**src/rtl/gpio_irq_pkg.sv**
```systemverilog
package gpio_irq_pkg;
  localparam int unsigned REG_ADDR_W = 4;

  typedef enum logic [REG_ADDR_W-1:0] {
    A_RISE_EN  = 4'd0,
    A_RISE_SET = 4'd1,
    A_RISE_CLR = 4'd2,
    A_FALL_EN  = 4'd3,
    A_FALL_SET = 4'd4,
    A_FALL_CLR = 4'd5,
    A_PENDING  = 4'd6,
    A_BANK_EN  = 4'd7,
    A_LEVEL    = 4'd8
  } reg_addr_e;
endpackage

```
**src/rtl/gpio_edge_detect.sv**
```systemverilog
module gpio_edge_detect #(
  parameter int unsigned N = 32
) (
  input  logic         clk,
  input  logic         rst_n,
  input  logic [N-1:0] lvl,
  output logic [N-1:0] rise,
  output logic [N-1:0] fall
);
  logic [N-1:0] prev_q;

  function automatic logic [N-1:0] up_edges(input logic [N-1:0] cur, input logic [N-1:0] old);
    return cur & ~old;
  endfunction

  always_ff @(posedge clk) begin
    if (!rst_n) prev_q <= '0;
    else        prev_q <= lvl;
  end

  assign rise = up_edges(lvl, prev_q);
  assign fall = up_edges(prev_q, lvl);
endmodule

```
**src/rtl/gpio_pending_reg.sv**
```systemverilog
module gpio_pending_reg #(
  parameter int unsigned N = 32
) (
  input  logic         clk,
  input  logic         rst_n,
  input  logic [N-1:0] hit,
  input  logic [N-1:0] clr,
  output logic [N-1:0] pend
);
  function automatic logic [N-1:0] next_pend(input logic [N-1:0] cur, input logic [N-1:0] c,
                                             input logic [N-1:0] h);
    return (cur & ~c) | h;
  endfunction

  always_ff @(posedge clk) begin
    if (!rst_n) pend <= '0;
    else        pend <= next_pend(pend, clr, hit);
  end

  AST_EDGE_LATCHES: assert property (@(posedge clk) disable iff (!rst_n)
    (hit != '0) |=> ((pend & $past(hit)) == $past(hit)));
  AST_CLEAR_TAKES: assert property (@(posedge clk) disable iff (!rst_n)
    ((clr & ~hit) != '0) |=> ((pend & $past(clr & ~hit)) == '0));
  AST_NO_SPURIOUS: assert property (@(posedge clk) disable iff (!rst_n)
    1'b1 |=> ((pend & ~$past(pend) & ~$past(hit)) == '0));
endmodule

```
**src/rtl/gpio_bank_gate.sv**
```systemverilog
module gpio_bank_gate #(
  parameter int unsigned N      = 32,
  parameter int unsigned BANK_W = 16,
  parameter int unsigned EN_W   = 5,
  localparam int unsigned NB    = N / BANK_W
) (
  input  logic [N-1:0]    pend,
  input  logic [EN_W-1:0] bank_en,
  output logic [NB-1:0]   irq
);
  for (genvar b = 0; b < NB; b++) begin : g_bank
    assign irq[b] = bank_en[b] & (|pend[b*BANK_W +: BANK_W]);
  end
endmodule

```
**src/rtl/gpio_edge_irq.sv**
```systemverilog
module gpio_edge_irq
  import gpio_irq_pkg::*;
#(
  parameter int unsigned NUM_PINS = 32,
  parameter int unsigned BANK_W   = 16,
  parameter int unsigned BEN_W    = 5,
  localparam int unsigned NUM_BANKS = NUM_PINS / BANK_W
) (
  input  logic                  clk,
  input  logic                  rst_n,
  input  logic [NUM_PINS-1:0]   pin_lvl,
  input  logic                  bus_wr,
  input  logic [REG_ADDR_W-1:0] bus_addr,
  input  logic [NUM_PINS-1:0]   bus_wdata,
  output logic [NUM_PINS-1:0]   bus_rdata,
  output logic [NUM_BANKS-1:0]  bank_irq
);
  logic [NUM_PINS-1:0] rise_en_q, fall_en_q;
  logic [BEN_W-1:0]    bank_en_q;
  logic [NUM_PINS-1:0] rise_ev, fall_ev, edge_hit, pend_clr, pend_q;
  logic                wr_pend;

  function automatic logic [NUM_PINS-1:0] set_clr(input logic [NUM_PINS-1:0] cur,
      input logic do_set, input logic do_clr, input logic [NUM_PINS-1:0] m);
    logic [NUM_PINS-1:0] r;
    r = cur;
    if (do_set) r = r | m;
    if (do_clr) r = r & ~m;
    return r;
  endfunction

  gpio_edge_detect #(.N(NUM_PINS)) u_det (
    .clk(clk), .rst_n(rst_n), .lvl(pin_lvl), .rise(rise_ev), .fall(fall_ev));

  assign edge_hit = (rise_ev & rise_en_q) | (fall_ev & fall_en_q);
  assign wr_pend  = bus_wr && (bus_addr == A_PENDING);
  assign pend_clr = wr_pend ? bus_wdata : '0;

  gpio_pending_reg #(.N(NUM_PINS)) u_pend (
    .clk(clk), .rst_n(rst_n), .hit(edge_hit), .clr(pend_clr), .pend(pend_q));

  always_ff @(posedge clk) begin
    if (!rst_n) begin
      rise_en_q <= '0;
      fall_en_q <= '0;
      bank_en_q <= '0;
    end else begin
      rise_en_q <= set_clr(rise_en_q, bus_wr && bus_addr == A_RISE_SET,
                           bus_wr && bus_addr == A_RISE_CLR, bus_wdata);
      fall_en_q <= set_clr(fall_en_q, bus_wr && bus_addr == A_FALL_SET,
                           bus_wr && bus_addr == A_FALL_CLR, bus_wdata);
      if (bus_wr && bus_addr == A_BANK_EN) bank_en_q <= bus_wdata[BEN_W-1:0];
    end
  end

  gpio_bank_gate #(.N(NUM_PINS), .BANK_W(BANK_W), .EN_W(BEN_W)) u_gate (
    .pend(pend_q), .bank_en(bank_en_q), .irq(bank_irq));

  always_comb begin
    bus_rdata = '0;
    case (bus_addr)
      A_RISE_EN: bus_rdata = rise_en_q;
      A_FALL_EN: bus_rdata = fall_en_q;
      A_PENDING: bus_rdata = pend_q;
      A_BANK_EN: bus_rdata[BEN_W-1:0] = bank_en_q;
      A_LEVEL:   bus_rdata = pin_lvl;
      default:   bus_rdata = '0;
    endcase
  end

  for (genvar b = 0; b < NUM_BANKS; b++) begin : g_chk
    AST_IRQ_DROP_NEEDS_CLEAR: assert property (@(posedge clk) disable iff (!rst_n)
      ($fell(bank_irq[b]) && bank_en_q[b] && $past(bank_en_q[b])) |-> $past(wr_pend));
  end
  AST_ENABLE_SET_STICKS: assert property (@(posedge clk) disable iff (!rst_n)
    (bus_wr && bus_addr == A_RISE_SET) |=> ((rise_en_q & $past(bus_wdata)) == $past(bus_wdata)));
endmodule

```
**config.mk**
```make
export PLATFORM = sky130hd
export DESIGN_NAME = gpio_edge_irq
export DESIGN_NICKNAME = d
export VERILOG_FILES = /design/src/rtl/gpio_irq_pkg.sv /design/src/rtl/gpio_edge_detect.sv /design/src/rtl/gpio_pending_reg.sv /design/src/rtl/gpio_bank_gate.sv /design/src/rtl/gpio_edge_irq.sv
export SDC_FILE = /design/constraint.sdc
export NUM_CORES = 1
export LEC_CHECK = 0
export ABC_AREA = 1
export ABC_CLOCK_PERIOD_IN_PS = 2850
export BUFFER_PORTS_ARGS = -buffer_cell sky130_fd_sc_hd__clkbuf_2
export CAP_MARGIN = 20
export CORE_MARGIN = 1.5
export CORE_UTILIZATION = 50
export CTS_BUF_LIST = sky130_fd_sc_hd__clkbuf_8
export DETAILED_ROUTE_END_ITERATION = 16
export PLACE_DENSITY = 0.72
export SETUP_SLACK_MARGIN = 0.15
export SLEW_MARGIN = 20
export SYNTH_ARGS = -nofsm -noshare
export SYNTH_HDL_FRONTEND = slang
export SYNTH_SLANG_ARGS = --single-unit
```
**constraint.sdc**
```tcl
create_clock -name clk -period 2.85 [get_ports clk]
set_clock_uncertainty 0.2 [all_clocks]
set_input_delay 0.57 -clock clk [delete_from_list [all_inputs] [get_ports clk]]
set_output_delay 0.57 -clock clk [all_outputs]
set_load 0.05 [all_outputs]
```
==> metrics.md <==
| Metric | Value |
|---|---|
| Initial Util | `between 50% and 60%` |
| Initial DRC count | `between 500 and 600` |
| Critical path class | `primary input to primary output` |
| Final HPWL DP | `between 10000 and 15000 um` |
| Lkg Pwr | `0.003369 uW` |
| Period utilization | `between 90% and 100%` |
| Avg Cell Area, Syn | `roughly 6.3 sq um` |
| Sequential cell area | `between 0.002 and 0.003 sq mm` |
| Crit path time final | `between 2000 and 3000 ps` |
| Synthesized cell area | `between 0.006 and 0.007 sq mm` |
| H-tree Lvls | `4` |
| Die Y | `around 120 um` |
| Reg2Reg Setup Slack | `roughly 1900 ps` |
| Fraction of layout cells with a size suffix above 1 | `between 10% and 20%` |
| Crit path required time | `roughly 2100 ps` |
| Initial antenna violation count | `0` |
| Post-synthesis register bit count | `roughly 130` |
| Final GP Congestion | `0.8268` |
| FILL cells | `between 1000 and 1500` |
| Worst slew pin tran | `about 700 ps` |
| DR vias | `around 6500` |
| Design Area, Final | `between 0.007 and 0.008 sq mm` |
| Cells on Worst Hold Path | `3` |
| Hold_buf cts | `0` |
| Gate Count Post-Synth | `roughly 1000` |
| Drt pass-1 iters | `5` |
| Hold endpoint | `u_det.prev_q[27]` |
| Setup TNS | `0 ps` |
| Placed Area | `about 0.0072 sq mm` |
| PD cells | `about 510 mW/mm^2` |
| IO Pins | `~110` |
| Multi-input gate area | `0.002920 sq mm` |
| CTS tree | `yes` |
| Max Fanout on Critical Path | `14` |
| Peak supply drop | `0.3520 mV` |
| Util after Layout | `roughly three fifths` |
| Worst hold path class | `primary input to flop` |
| Grt total ovfl | `0` |
| Synth top area cells | `dfxtp_1 42%, nand2_1 15%, nor2_1 9.8%` |
| RSZ-0062 raised after global routing | `no` |
| Clk slew on worst S/H paths | `roughly 70 ps` |
| Fin. max-slew vios | `0` |
| Max Root-Sink Buffers | `2` |
| Max Freq | `roughly 390 MHz` |
| MaxCap Viol Count | `0` |
| Core area | `0.01221 sq mm` |
| Root buffer cell | `clkbuf_8` |
| Share of the synthesized area in the top cell type | `a little over two fifths` |
| Sequential area share after synthesis | `41.96%` |
| Arrival time worst endpoint | `between 1500 and 2000 ps` |
| HP Start | `pin_lvl[27]` |
| CTS resizes | `0` |
| Die area | `approximately 0.013 sq mm` |
| Worst-Skew Late Latency | `around 460 ps` |
| Capture point of the worst reg-to-reg path | `u_pend.pend[9]` |
| Power Total | `~3800 uW` |
| CTS Buf Count | `17` |
| Die X | `approximately 120 um` |
| Synth-to-Final Area Change | `19.10%` |
| Gr usage total | `between 20% and 30%` |
| Post-synth cell types | `20` |
| Via density | `approximately 5` |
| Clock sinks | `between 100 and 150` |
| Routed WL | `17350 um` |
| Residual DRC count | `0` |
| DR WL/cell | `13.47 um` |
| Routed Antenna Nets | `0` |
| Worst slew margin | `53.64%` |
| Hold Violations, Final | `0` |
| YS warnings | `0` |
| Area leader, netlist | `dfxtp_1` |
| ANT cells | `0` |
| R2R depth | `4` |
| Port Buffer Count | `104` |
| Setup Viol. Count Final | `0` |
| First-pass GRT wire length | `between 20000 and 30000 um` |
| Vias in the first global route | `slightly below 6000` |
| Nets | `about 1200` |
| Largest net degree at the start of global routing | `52` |
| Post-CTS Setup Bufs | `0` |
| Worst setup SP type | `primary input` |
| Status | `finished, final reports clean` |
| Post-synth net total | `around 1100` |
| Std cell rows | `40` |
| Critical path endpoint category | `primary output` |
layout by cell type, fill, tap and decap left out, types with 3 or more instances in the layout:
cell type  instances
nand2_1          257
nor2_1           164
inv_1            150
dfxtp_1          133
a21oi_1           95
clkbuf_2          95
o21ai_0           82
nand4_1           30
o21ai_1           26
clkbuf_8          19
buf_4             15
buf_12             8
nor2_2             7
clkinv_2           6
nand3_1            5
buf_2              5
inv_2              4
o22ai_1            3
layer usage:
metal | vias up | wire length (um) | GRT usage (%)
li1 | 3326 | - | -
met5 | - | 0 | 0
met2 | 247 | 7786 | 43.51
met1 | 2899 | 8073 | 36.33
met3 | 23 | 1230 | 6.381
met4 | 0 | 255 | 9.350
Yosys cell counts:
cell and instances:
a21boi_0 1, a21oi_1 95, buf_2 11, buf_4 7, clkbuf_1 19, clkbuf_2 1, dfxtp_1 133, inv_1 150
inv_2 5, nand2_1 257, nand2_2 1, nand3_1 5, nand3_2 2, nand4_1 30, nor2_1 165, nor2_2 6
o21a_1 2, o21ai_0 82, o21ai_1 26, o22ai_1 3
stage by stage:
stage,hold slack (ps),setup WS (ps),std cells
3_5_place_dp,258.1,220.2,1256
6_report,142.2,261.9,1288
3_3_place_gp,247.9,259.5,1256
4_1_cts,116.5,209.5,1288
5_1_grt,126.0,154.9,1288
2_1_floorplan,238.8,438.3,1001
worst max-delay path: stages:
cell      delay (ps)
clkbuf_2         130
nor2_2           160
nand3_1          160
inv_4            200
buf_12           170
nand2_1           60
nand4_1           80
clkbuf_2         280
kinds of logic (layout without fill, tap and decap cells):
group / count (synthesis) / after routing / share of synthesized area, %
simple gates: 466 / 466 / 29.32
compound gates: 209 / 209 / 16.66
buf+inv: 193 / 312 / 12.07
flops: 133 / 133 / 41.96
final cells by class:
type	count	area share [%]
Inverter	155	7.731
Clock inverter	13	1.738
Sequential cell	133	35.23
Timing Repair Buffer	125	10.43
Tap cell	168	2.781
Multi-Input combinational cell	675	38.64
Clock buffer	19	3.460
worst max-delay path by stage:
stage,startpoint,to,slack [ps]
after floorplan,bus_addr[3],bus_rdata[17],440
after CTS,bus_addr[1],bus_rdata[15],210
after global routing,bus_addr[1],bus_rdata[12],150
final,bus_addr[1],bus_rdata[12],260
after detailed placement,bus_addr[1],bus_rdata[15],220
after global placement,bus_addr[1],bus_rdata[16],260
where the power goes:
group          switching, uW  internal (uW)
registers               23.8           1900
logic                    231            107
clock network            759            818
total                   1010           2820
Power figures use the tool's default switching activity.
